$ cat config.mk
export PLATFORM = sky130hd
export DESIGN_NAME = serclk_phase_corrector
export DESIGN_NICKNAME = d
export VERILOG_FILES = /design/src/rtl/scp_pkg.sv /design/src/rtl/scp_sync.sv /design/src/rtl/scp_phase_fsm.sv /design/src/rtl/scp_divider.sv /design/src/rtl/scp_frame_ctl.sv /design/src/rtl/serclk_phase_corrector.sv
export SDC_FILE = /design/constraint.sdc
export NUM_CORES = 1
export LEC_CHECK = 0
export ABC_AREA = 1
export BUFFER_PORTS_ARGS = -buffer_cell sky130_fd_sc_hd__buf_2
export CAP_MARGIN = 20
export CORE_ASPECT_RATIO = 0.9
export CORE_MARGIN = 5
export CORE_UTILIZATION = 59
export CTS_CLUSTER_SIZE = 14
export DETAILED_ROUTE_END_ITERATION = 8
export PLACE_DENSITY = 0.77
export SLEW_MARGIN = 0
export SYNTH_ARGS = -nofsm -noshare
export SYNTH_HDL_FRONTEND = slang
export SYNTH_SLANG_ARGS = --single-unit
$ cat constraint.sdc
create_clock -name clk -period 3.1 [get_ports clk]
set_clock_uncertainty 0.05 [all_clocks]
set_input_delay 0.93 -clock clk [delete_from_list [all_inputs] [get_ports clk]]
set_output_delay 0.93 -clock clk [all_outputs]
set_load 0.03 [all_outputs]
$ cat src/rtl/scp_pkg.sv
package scp_pkg;

    typedef enum logic [1:0] {
        PH_IDLE  = 2'd0,
        PH_HUNT  = 2'd1,
        PH_JUDGE = 2'd2
    } ph_state_t;

endpackage

$ cat src/rtl/scp_sync.sv
module scp_sync #(
    parameter int STAGES = 2
) (
    input  logic clk,
    input  logic rst_n,
    input  logic async_i,
    output logic rise_o
);

    logic [STAGES-1:0] chain_q;
    logic              last_q;

    always_ff @(posedge clk or negedge rst_n) begin
        if (!rst_n) begin
            chain_q <= '0;
            last_q  <= 1'b0;
        end else begin
            chain_q <= {chain_q[STAGES-2:0], async_i};
            last_q  <= chain_q[STAGES-1];
        end
    end

    // rise_o is seen STAGES ticks after the tick that first samples the input high
    assign rise_o = chain_q[STAGES-1] & ~last_q;

endmodule

$ cat src/rtl/scp_phase_fsm.sv
module scp_phase_fsm
    import scp_pkg::*;
#(
    parameter int CW        = 7,
    parameter int TOL_TICKS = 12,
    parameter int COMP      = 1,
    parameter int TAIL      = 2
) (
    input  logic          clk,
    input  logic          rst_n,
    input  logic          frame_i,
    input  logic          rise_i,
    input  logic [CW-1:0] period_i,
    output logic          fix_o,
    output logic [CW-1:0] load_o
);

    ph_state_t state_q, state_d;

    logic [CW-1:0]        cnt_q;
    logic signed [CW:0]   err_q;
    logic                 miss_q;
    logic [CW-1:0]        limit;
    logic signed [CW:0]   e_raw, e_fold, e_mag, half_s, per_s;
    logic [CW-1:0]        cnt_inc;

    assign limit  = period_i + CW'(TAIL);
    assign per_s  = $signed({1'b0, period_i});
    assign half_s = $signed({2'b00, period_i[CW-1:1]});
    assign e_raw  = $signed({1'b0, cnt_q}) - $signed((CW+1)'(COMP));

    always_comb begin
        e_fold = (e_raw > half_s) ? (e_raw - per_s) : e_raw;
        e_mag  = err_q[CW] ? -err_q : err_q;
    end

    // state register
    always_ff @(posedge clk or negedge rst_n) begin
        if (!rst_n) state_q <= PH_IDLE;
        else        state_q <= state_d;
    end

    always_comb begin
        state_d = state_q;
        unique case (state_q)
            PH_IDLE:  if (frame_i) state_d = PH_HUNT;
            PH_HUNT:  if (rise_i || cnt_q == limit) state_d = PH_JUDGE;
            PH_JUDGE: state_d = PH_IDLE;
            default:  state_d = PH_IDLE;
        endcase
    end

    // tick counter and captured offset
    always_ff @(posedge clk or negedge rst_n) begin
        if (!rst_n) begin
            cnt_q  <= '0;
            err_q  <= '0;
            miss_q <= 1'b0;
        end else begin
            if (state_q == PH_IDLE) begin
                if (frame_i) begin
                    cnt_q  <= '0;
                    miss_q <= 1'b0;
                end
            end else begin
                cnt_q <= cnt_q + 1'b1;
            end
            if (state_q == PH_HUNT) begin
                if (rise_i) begin
                    err_q  <= e_fold;
                    miss_q <= 1'b0;
                end else if (cnt_q == limit) begin
                    miss_q <= 1'b1;
                end
            end
        end
    end

    // outputs
    always_comb begin
        cnt_inc = cnt_q + 1'b1;
        load_o  = (cnt_inc >= period_i) ? (cnt_inc - period_i) : cnt_inc;
        fix_o   = (state_q == PH_JUDGE) &&
                  (miss_q || (e_mag > $signed((CW+1)'(TOL_TICKS))));
    end

    AST_HUNT_BOUND: assert property (@(posedge clk) disable iff (!rst_n)
        (state_q == PH_HUNT) |-> (cnt_q <= limit)) else $error("hunt overran");

endmodule

$ cat src/rtl/scp_divider.sv
module scp_divider #(
    parameter int CW = 7
) (
    input  logic          clk,
    input  logic          rst_n,
    input  logic [CW-1:0] period_i,
    input  logic          load_i,
    input  logic [CW-1:0] load_val_i,
    input  logic          en_i,
    output logic          clk_o
);

    logic [CW-1:0] dcnt_q;

    always_ff @(posedge clk or negedge rst_n) begin
        if (!rst_n)                            dcnt_q <= '0;
        else if (load_i)                       dcnt_q <= load_val_i;
        else if (dcnt_q >= period_i - CW'(1))  dcnt_q <= '0;
        else                                   dcnt_q <= dcnt_q + 1'b1;
    end

    assign clk_o = en_i && (dcnt_q < (period_i >> 1));

    AST_DIV_RANGE: assert property (@(posedge clk) disable iff (!rst_n)
        en_i |-> (dcnt_q < period_i)) else $error("divider out of range");

endmodule

$ cat src/rtl/scp_frame_ctl.sv
module scp_frame_ctl (
    input  logic clk,
    input  logic rst_n,
    input  logic ref_frame_i,
    input  logic frame_in_i,
    input  logic slave_req_i,
    input  logic rate_low_i,
    input  logic mode_8m_i,
    input  logic rise_i,
    input  logic fix_i,
    input  logic irq_clr_i,
    output logic ref_eff_o,
    output logic frame_o,
    output logic frame_oe_o,
    output logic irq_o
);

    logic slave_eff;
    logic pend_q, frame_q, irq_q;

    assign slave_eff  = slave_req_i & ~rate_low_i;
    assign ref_eff_o  = slave_eff ? frame_in_i : ref_frame_i;
    assign frame_oe_o = ~slave_eff;

    always_ff @(posedge clk or negedge rst_n) begin
        if (!rst_n) begin
            pend_q  <= 1'b0;
            frame_q <= 1'b0;
            irq_q   <= 1'b0;
        end else begin
            if (ref_eff_o)   pend_q <= 1'b1;
            else if (rise_i) pend_q <= 1'b0;
            frame_q <= ~slave_eff & (mode_8m_i ? (pend_q & rise_i) : ref_frame_i);
            if (fix_i)          irq_q <= 1'b1;
            else if (irq_clr_i) irq_q <= 1'b0;
        end
    end

    assign frame_o = frame_q;
    assign irq_o   = irq_q;

    AST_IRQ_CAUSE: assert property (@(posedge clk) disable iff (!rst_n)
        $rose(irq_q) |-> $past(fix_i)) else $error("irq without fix");
    AST_FRAME_PULSE: assert property (@(posedge clk) disable iff (!rst_n)
        frame_q |=> !frame_q) else $error("frame pulse too long");

endmodule

$ cat src/rtl/serclk_phase_corrector.sv
module serclk_phase_corrector #(
    parameter int SYS_MHZ          = 125,
    parameter int TOL_NS           = 100,
    parameter int PERIOD_4M_TICKS  = 30,
    parameter int PERIOD_8M_TICKS  = 15,
    parameter int SYNC_STAGES      = 2
) (
    input  logic clk,
    input  logic rst_n,
    input  logic ext_clk,
    input  logic ref_frame,
    input  logic frame_in,
    input  logic sel_8m,
    input  logic slave_req,
    input  logic rate_low,
    input  logic irq_clr,
    output logic ser_clk_out,
    output logic frame_out,
    output logic frame_oe,
    output logic phase_irq
);

    localparam int TOL_TICKS = TOL_NS * SYS_MHZ / 1000;
    localparam int CW        = $clog2(PERIOD_4M_TICKS + SYNC_STAGES + 4) + 1;
    localparam logic [CW-1:0] P4 = CW'(PERIOD_4M_TICKS);
    localparam logic [CW-1:0] P8 = CW'(PERIOD_8M_TICKS);

    logic          rise, ref_eff, fix;
    logic [CW-1:0] period, load_val;

    assign period = sel_8m ? P8 : P4;

    scp_sync #(.STAGES(SYNC_STAGES)) u_sync (
        .clk(clk), .rst_n(rst_n), .async_i(ext_clk), .rise_o(rise)
    );

    scp_phase_fsm #(
        .CW(CW), .TOL_TICKS(TOL_TICKS), .COMP(SYNC_STAGES - 1), .TAIL(SYNC_STAGES)
    ) u_fsm (
        .clk(clk), .rst_n(rst_n), .frame_i(ref_eff), .rise_i(rise),
        .period_i(period), .fix_o(fix), .load_o(load_val)
    );

    scp_divider #(.CW(CW)) u_div (
        .clk(clk), .rst_n(rst_n), .period_i(period), .load_i(fix),
        .load_val_i(load_val), .en_i(~sel_8m), .clk_o(ser_clk_out)
    );

    scp_frame_ctl u_frm (
        .clk(clk), .rst_n(rst_n), .ref_frame_i(ref_frame), .frame_in_i(frame_in),
        .slave_req_i(slave_req), .rate_low_i(rate_low), .mode_8m_i(sel_8m),
        .rise_i(rise), .fix_i(fix), .irq_clr_i(irq_clr), .ref_eff_o(ref_eff),
        .frame_o(frame_out), .frame_oe_o(frame_oe), .irq_o(phase_irq)
    );

endmodule

==> run_summary.xml, run 1 <==
<?xml version="1.0" encoding="UTF-8"?>
<metrics>
  <group name="global_routing">
    <metric name="pin_count_of_the_biggest_net_entering_global_routing" unit="">32</metric>
    <metric name="grt_overflow_total" unit="">0</metric>
    <metric name="first_pass_grt_wire_length" unit="microns">9630</metric>
    <metric name="grt_util_all_layers" unit="">0.215</metric>
    <metric name="first_global_vias" unit="">2152</metric>
    <metric name="antenna_found_initial" unit="">0</metric>
  </group>
  <group name="clocking">
    <metric name="h-tree-depth" unit="">2</metric>
    <metric name="clk_transition_reported_paths" unit="ns">0.07</metric>
    <metric name="tritoncts" unit="">yes</metric>
    <metric name="postCtsSetupRepairBufs" unit="">0</metric>
    <metric name="post_cts_hold_buffer_count" unit="">0</metric>
    <metric name="latest_clock_arrival_within_the_worst_skew_pair" unit="ns">0.29</metric>
    <metric name="clock_path_buffers" unit="">2</metric>
    <metric name="clock_net_sink_count" unit="">31</metric>
    <metric name="cts_buf_count" unit="">5</metric>
    <metric name="cts.root.buffer_cell" unit="">clkbuf_8</metric>
    <metric name="post_cts_resize_count" unit="">0</metric>
  </group>
  <group name="floorplan">
    <metric name="chipHeight" unit="microns">70.7</metric>
    <metric name="design.core.area" unit="sq um">4020</metric>
    <metric name="placementRows" unit="">22</metric>
    <metric name="die_w" unit="microns">77.5</metric>
    <metric name="boundaryPins" unit="">13</metric>
    <metric name="fp.dieArea" unit="sq um">5480</metric>
    <metric name="floorplan.initialDensity" unit="">0.601</metric>
  </group>
  <group name="critical_path">
    <metric name="crit_path_cell_trace" unit="">buf_2 &gt; ha_1 &gt; nor2_1 &gt; nand3_1 &gt; a21oi_1 &gt; buf_2</metric>
    <metric name="criticalPathCategory" unit="">in2out</metric>
    <metric name="worst_path_required" unit="ns">2.12</metric>
    <metric name="largest_fanout_of_any_net_on_the_critical_path" unit="">11</metric>
    <metric name="setup.worst_path.start_class" unit="">primary input</metric>
    <metric name="crit_family" unit="">buffers and inverters</metric>
    <metric name="timing.critical_path.buf_inv" unit="">2</metric>
    <metric name="setup.worst_path.end_class" unit="">output port</metric>
    <metric name="critical-path-top-cell-by-count" unit="">buf_2</metric>
    <metric name="slowest_stage" unit="">ha_1</metric>
    <metric name="cp_data_arrival_time" unit="ns">1.83</metric>
    <metric name="crit_path_max_incr_delay" unit="ns">0.23</metric>
  </group>
  <group name="timing">
    <metric name="setup-tns-final" unit="ns">0</metric>
    <metric name="final_period_minus_worst_setup_slack" unit="ns">2.81</metric>
    <metric name="slew_at_the_pin_closest_to_its_max_slew_limit" unit="ns">0.700</metric>
    <metric name="maxSlewViolCount" unit="">0</metric>
    <metric name="finalSetupViolCount" unit="">0</metric>
    <metric name="hold_viol_final" unit="">0</metric>
    <metric name="finalHoldWorstSlack" unit="ns">0.309</metric>
    <metric name="max_freq" unit="MHz">356</metric>
    <metric name="relSlewSlack" unit="">0.533</metric>
    <metric name="rsz0062_at_grt" unit="">no</metric>
    <metric name="period_share" unit="">0.907</metric>
  </group>
  <group name="status">
    <metric name="status" unit="">completed</metric>
  </group>
  <group name="routing">
    <metric name="detail-route-antenna-nets" unit="">0</metric>
    <metric name="drt_wl_cell" unit="microns">12.8</metric>
    <metric name="drtIter0Drc" unit="">198</metric>
    <metric name="vias" unit="">2242</metric>
    <metric name="wl_met3" unit="microns">354</metric>
    <metric name="detail_route.vias_per_cell" unit="">5.39</metric>
    <metric name="finalWirelength" unit="microns">5330</metric>
    <metric name="m1WireLength" unit="microns">2500</metric>
    <metric name="route.detailed.drc" unit="">0</metric>
    <metric name="route.met2.wl" unit="microns">2410</metric>
    <metric name="drtPass1Iterations" unit="">4</metric>
    <metric name="topRoutingLayerUsed" unit="">met4</metric>
  </group>
  <group name="place">
    <metric name="io_buffer_count" unit="">12</metric>
    <metric name="post-dp-hpwl" unit="microns">4050</metric>
    <metric name="finalWeightedCongestion" unit="">0.866</metric>
  </group>
  <group name="finish">
    <metric name="final_core_util" unit="">0.647</metric>
    <metric name="layout-area-overhead-vs-synth" unit="%">7.56</metric>
    <metric name="mostFrequentLayoutCells" unit="">115 x nand2_1, 47 x inv_1, 31 x nor2_1, 31 x dfrtp_1, 30 x nand3_1</metric>
    <metric name="layout_commonest_cell" unit="">nand2_1</metric>
    <metric name="drive_above_1_share" unit="">0.122</metric>
    <metric name="final_net_count" unit="">392</metric>
    <metric name="nFillCells" unit="">358</metric>
    <metric name="antenna-diode-count" unit="">0</metric>
  </group>
  <group name="run">
    <metric name="max_cap_violations" unit="">0</metric>
  </group>
  <group name="yosys">
    <metric name="syn-instance-count" unit="">352</metric>
    <metric name="synth.net_count" unit="">376</metric>
    <metric name="post_synth_instance_area" unit="sq um">2420</metric>
    <metric name="synth_cell_type_count" unit="">32</metric>
    <metric name="seq_area_frac_synth" unit="">0.321</metric>
    <metric name="synth.ff_latch_count" unit="">31</metric>
    <metric name="yosysWarnings" unit="">0</metric>
    <metric name="syn-mean-instance-area" unit="sq um">6.87</metric>
  </group>
  <group name="power">
    <metric name="sw_frac_of_total" unit="">0.515</metric>
    <metric name="internal_power" unit="mW">1.34</metric>
    <metric name="comb_power_share" unit="">0.634</metric>
    <metric name="power_density" unit="nW/um^2">1060</metric>
    <metric name="p_leak" unit="nW">1.44</metric>
    <metric name="reported_net_switching_power" unit="mW">1.42</metric>
    <metric name="p_total" unit="mW">2.75</metric>
    <metric name="clock_group_share_of_total_power" unit="">0.120</metric>
    <metric name="power.ir.vdd_worst" unit="mV">0.570</metric>
    <metric name="power_frac_seq" unit="">0.247</metric>
  </group>
  <group name="worst_hold_path">
    <metric name="worst_hold_path_type" unit="">reg2reg</metric>
  </group>
</metrics>
==> worst reg2reg max path, stage by stage (launching register included) <==
cell     delay (ns)
dfrtp_1        0.45
ha_1           0.25
nand2_1        0.14
inv_1          0.05
nand2_1        0.06
xor2_1         0.18
inv_1          0.09
ha_1           0.35
nand4_1        0.12
nor2_1         0.06
nor2_1         0.11
nand4_2        0.17
nand2_1        0.11
nand2_1        0.06
nand3_1        0.09
nand2_1        0.06
==> synthesized netlist by cell type, drive strengths merged <==
| master | number | area [sq um] |
|---|---|---|
| nand4 | 7 | 50.1 |
| nor2 | 36 | 158 |
| nand2 | 122 | 475 |
| and3 | 1 | 6.26 |
| a21boi | 1 | 7.51 |
| xnor2 | 3 | 26.3 |
| dfrtp | 31 | 776 |
| a21oi | 4 | 20.0 |
| ha | 15 | 188 |
| nand3b | 2 | 15.0 |
| o22ai | 7 | 43.8 |
| nor3b | 2 | 15.0 |
| nor4 | 1 | 6.26 |
| inv | 54 | 205 |
| o211ai | 3 | 22.5 |
| nand3 | 33 | 188 |
| xor2 | 7 | 87.6 |
| buf | 4 | 32.5 |
| o21ai | 17 | 85.1 |
| nor3 | 2 | 10.0 |
==> flip-flops by register name, summed over array words and instances, names as in the netlist <==
signal and flops:
u_sync.last_q 1, u_div.dcnt_q 7, u_frm.pend_q 1, u_fsm.state_q 2, u_fsm.err_q 8, u_sync.chain_q 2
u_fsm.miss_q 1, u_frm.irq_o 1, u_frm.frame_o 1, u_fsm.cnt_q 7
==> path summary, 6_finish.rpt <==
check,start,to,slack [ns],depth (start not counted)
max,sel_8m,ser_clk_out,0.29,6
min,u_sync.chain_q[0]$_DFF_PN0_,u_sync.chain_q[1]$_DFF_PN0_,0.31,0
max reg2reg,u_fsm.cnt_q[1]$_DFFE_PN0P_,u_div.dcnt_q[3]$_DFF_PN0_,0.59,15
min reg2reg,u_sync.chain_q[0]$_DFF_PN0_,u_sync.chain_q[1]$_DFF_PN0_,0.31,0
max in group asynchronous,rst_n,u_fsm.err_q[3]$_DFFE_PN0P_,1.91,1
min in group asynchronous,rst_n,u_fsm.cnt_q[3]$_DFFE_PN0P_,0.63,1
==> area by class of cell <==
cell class / instances / area, sq um / share of cell area
repair buffers: 13 / 67.6 / 0.0260
inverters: 54 / 205 / 0.0789
clock buffers: 6 / 82.6 / 0.0318
multi-input cells: 263 / 1400 / 0.540
well taps: 48 / 60.1 / 0.0231
clock inverters: 1 / 5.00 / 0.00192
flip-flops and latches: 31 / 776 / 0.298
==> through the flow <==
stage	setup WS, ns	std cells	cell area (sq um)
3_5_place_dp	0.276	409	2510
4_1_cts	0.275	416	2600
3_3_place_gp	0.314	409	2510
2_1_floorplan	0.380	352	2420
6_report	0.288	416	2600
5_1_grt	0.223	416	2600
==> power by group through the flow <==
stage / combinational (mW) / clock, mW / sequential, mW
floorplan: 1.42 / 0 / 0.641
global placement: 1.67 / 0 / 0.673
detailed placement: 1.73 / 0 / 0.681
CTS: 1.75 / 0.333 / 0.677
global route: 2.00 / 0.358 / 0.700
finish: 1.75 / 0.329 / 0.679
==> metal layers <==
layer | vias to the layer above | track usage
li1 | 1148 | -
met1 | 1026 | 0.286
met2 | 61 | 0.339
met3 | 7 | 0.0649
met4 | 0 | 0.0592
met5 | - | 0
==> logic make-up after synthesis <==
kind of cell               Yosys count  share of synthesized area
AOI/OAI and AO/OA                   32                     0.0740
xor gates and xnor gates            10                     0.0471
adders and majority gates           15                     0.0776
buffers and inverters               58                     0.0983
DFF                                 31                      0.321
and+or+nand+nor                    206                      0.382
Power figures use the tool's default switching activity.
==> run 2: changes to the inputs <==
Settings changed: RECOVER_POWER from default to 50, SLEW_MARGIN 0 to default.
Clock period 3.1 ns to 3.2 ns, I/O delays scaled along.
==> run 2 against run 1 <==
The flow now finishes with violations (capacitance limit, slew limit). Critical path depth did not move. Critical endpoint unchanged. Clock power rose by 25%. Largest cell class unchanged. Total power down 0.38%. Register-to-register slack got worse by 0.02 ns.
==> run_summary.xml, run 2 (synthesis gave the netlist of run 1 again) <==
<?xml version="1.0" encoding="UTF-8"?>
<metrics>
  <group name="critical_path">
    <metric name="crit_path_cell_trace" unit="">buf_2 &gt; ha_1 &gt; nor2_1 &gt; nand3_1 &gt; a21oi_1 &gt; buf_2</metric>
    <metric name="setup.worst_path.start_class" unit="">primary input</metric>
    <metric name="timing.critical_path.buf_inv" unit="">2</metric>
    <metric name="slowest_stage" unit="">ha_1</metric>
    <metric name="worst_path_required" unit="ns">2.19</metric>
    <metric name="largest_fanout_of_any_net_on_the_critical_path" unit="">11</metric>
    <metric name="setup.worst_path.end_class" unit="">output port</metric>
    <metric name="cp_data_arrival_time" unit="ns">1.89</metric>
    <metric name="criticalPathCategory" unit="">in2out</metric>
    <metric name="crit_family" unit="">buffers and inverters</metric>
    <metric name="crit_path_max_incr_delay" unit="ns">0.23</metric>
    <metric name="critical-path-top-cell-by-count" unit="">buf_2</metric>
  </group>
  <group name="floorplan">
    <metric name="placementRows" unit="">22</metric>
    <metric name="fp.dieArea" unit="sq um">5480</metric>
    <metric name="chipHeight" unit="microns">70.7</metric>
    <metric name="boundaryPins" unit="">13</metric>
    <metric name="die_w" unit="microns">77.5</metric>
    <metric name="design.core.area" unit="sq um">4020</metric>
    <metric name="floorplan.initialDensity" unit="">0.601</metric>
  </group>
  <group name="timing">
    <metric name="finalSetupViolCount" unit="">0</metric>
    <metric name="period_share" unit="">0.907</metric>
    <metric name="slew_at_the_pin_closest_to_its_max_slew_limit" unit="ns">1.70</metric>
    <metric name="max_freq" unit="MHz">344</metric>
    <metric name="setup-tns-final" unit="ns">0</metric>
    <metric name="rsz0062_at_grt" unit="">no</metric>
    <metric name="final_period_minus_worst_setup_slack" unit="ns">2.90</metric>
    <metric name="relSlewSlack" unit="">-0.132</metric>
    <metric name="maxSlewViolCount" unit="">32</metric>
    <metric name="hold_viol_final" unit="">0</metric>
  </group>
  <group name="finish">
    <metric name="drive_above_1_share" unit="">0.120</metric>
    <metric name="final_net_count" unit="">391</metric>
    <metric name="layout-area-overhead-vs-synth" unit="%">8.44</metric>
    <metric name="largest_register_ff_count" unit="">8</metric>
    <metric name="mostFrequentLayoutCells" unit="">115 x nand2_1, 47 x inv_1, 31 x nor2_1, 31 x dfrtp_1, 30 x nand3_1</metric>
    <metric name="antenna-diode-count" unit="">0</metric>
    <metric name="reg.largest.list" unit="">u_fsm.err_q (8), u_div.dcnt_q (7), u_fsm.cnt_q (7)</metric>
    <metric name="layout.area.seq" unit="sq um">776</metric>
    <metric name="layout_commonest_cell" unit="">nand2_1</metric>
    <metric name="multi_input_comb_area" unit="sq um">1400</metric>
    <metric name="nFillCells" unit="">355</metric>
    <metric name="biggest_register" unit="">u_fsm.err_q</metric>
    <metric name="layout.cell_area.non_filler" unit="sq um">2620</metric>
  </group>
  <group name="clocking">
    <metric name="tritoncts" unit="">yes</metric>
    <metric name="h-tree-depth" unit="">2</metric>
    <metric name="clock_net_sink_count" unit="">31</metric>
    <metric name="postCtsSetupRepairBufs" unit="">0</metric>
    <metric name="post_cts_hold_buffer_count" unit="">0</metric>
    <metric name="cts_buf_count" unit="">5</metric>
    <metric name="clk_transition_reported_paths" unit="ns">0.07</metric>
    <metric name="cts.root.buffer_cell" unit="">clkbuf_8</metric>
    <metric name="post_cts_resize_count" unit="">0</metric>
    <metric name="clock_path_buffers" unit="">2</metric>
    <metric name="latest_clock_arrival_within_the_worst_skew_pair" unit="ns">0.29</metric>
  </group>
  <group name="global_routing">
    <metric name="grt_util_all_layers" unit="">0.211</metric>
    <metric name="use_met3" unit="">0.0483</metric>
    <metric name="grt_overflow_total" unit="">0</metric>
    <metric name="grt_most_used_layer" unit="">met2</metric>
    <metric name="grtUsageMet2" unit="">0.329</metric>
    <metric name="global_route.usage.met1" unit="">0.296</metric>
    <metric name="first_global_vias" unit="">2090</metric>
    <metric name="antenna_found_initial" unit="">0</metric>
    <metric name="pin_count_of_the_biggest_net_entering_global_routing" unit="">32</metric>
    <metric name="first_pass_grt_wire_length" unit="microns">9520</metric>
  </group>
  <group name="place">
    <metric name="post-dp-hpwl" unit="microns">3920</metric>
    <metric name="dpl_cell_area" unit="sq um">2500</metric>
    <metric name="io_buffer_count" unit="">12</metric>
    <metric name="finalWeightedCongestion" unit="">0.903</metric>
  </group>
  <group name="power">
    <metric name="power.ir.vdd_worst" unit="mV">0.618</metric>
    <metric name="power_density" unit="nW/um^2">1050</metric>
    <metric name="p_leak" unit="nW">1.45</metric>
  </group>
  <group name="routing">
    <metric name="vias" unit="">2240</metric>
    <metric name="drt_wl_cell" unit="microns">12.7</metric>
    <metric name="finalWirelength" unit="microns">5270</metric>
    <metric name="detail-route-antenna-nets" unit="">0</metric>
    <metric name="drtPass1Iterations" unit="">4</metric>
    <metric name="drtIter0Drc" unit="">141</metric>
    <metric name="route.detailed.drc" unit="">0</metric>
    <metric name="detail_route.vias_per_cell" unit="">5.38</metric>
  </group>
  <group name="status">
    <metric name="failed_checks" unit="">capacitance limit, slew limit</metric>
    <metric name="status" unit="">finished, violations left</metric>
  </group>
  <group name="worst_hold_path">
    <metric name="worst_hold_path_type" unit="">reg2reg</metric>
  </group>
  <group name="run">
    <metric name="max_cap_violations" unit="">1</metric>
  </group>
</metrics>
-- run 2: worst reg2reg max path: stages, from the launching register on --
cell and delay, ns:
dfrtp_1 0.54, ha_1 0.28, nand2_1 0.12, inv_1 0.08, nand2_1 0.05, xor2_1 0.18, inv_1 0.08, ha_1 0.33
nand4_1 0.12, nor2_1 0.06, nor2_1 0.13, nand4_2 0.18, nand2_1 0.11, nand2_1 0.06, nand3_1 0.09, nand2_1 0.06
-- run 2: metal layers --
layer	up-vias	share of wire
met5	-	0
met4	0	0.013
met3	8	0.051
met2	63	0.44
met1	1023	0.49
li1	1146	-
-- run 2: path summary, 6_finish.rpt --
path / slack (ns) / startpoint / depth (start not counted) / endpoint
max reg2reg: 0.57 / u_fsm.cnt_q[0]$_DFFE_PN0P_ / 15 / u_div.dcnt_q[3]$_DFF_PN0_
min: 0.31 / u_sync.chain_q[0]$_DFF_PN0_ / 0 / u_sync.chain_q[1]$_DFF_PN0_
min in group asynchronous: 1.05 / rst_n / 1 / u_fsm.cnt_q[1]$_DFFE_PN0P_
max: 0.30 / sel_8m / 6 / ser_clk_out
max in group asynchronous: 1.06 / rst_n / 1 / u_fsm.err_q[6]$_DFFE_PN0P_
min reg2reg: 0.31 / u_sync.chain_q[0]$_DFF_PN0_ / 0 / u_sync.chain_q[1]$_DFF_PN0_
-- run 2: final cells by class --
class                      instances  share of cell area
multi-input combinational        263               0.536
timing repair buffer              12              0.0224
tap                               48              0.0229
inverter                          54              0.0783
sequential                        31               0.296
clock inverter                     2              0.0134
clock buffer                       6              0.0315
-- run 2: report_power, final --
| group | leakage (nW) | total (mW) | switching (mW) | internal (mW) |
|---|---|---|---|---|
| combinational | 0.995 | 1.67 | 1.07 | 0.597 |
| clock | 0.0612 | 0.412 | 0.160 | 0.252 |
| sequential | 0.392 | 0.666 | 0.147 | 0.518 |
-- run 2: stage by stage --
stage / power (mW) / utilization / worst slack, ns / cells / hold WS, ns
after global routing: 3.05 / 0.652 / 0.208 / 416 / 0.317
final: 2.74 / 0.652 / 0.296 / 416 / 0.312
after detailed placement: 2.31 / 0.623 / 0.302 / 408 / 0.288
after floorplan: 2.00 / - / 0.420 / 352 / 0.281
after global placement: 2.26 / 0.623 / 0.354 / 408 / 0.294
after CTS: 2.74 / 0.653 / 0.295 / 416 / 0.314
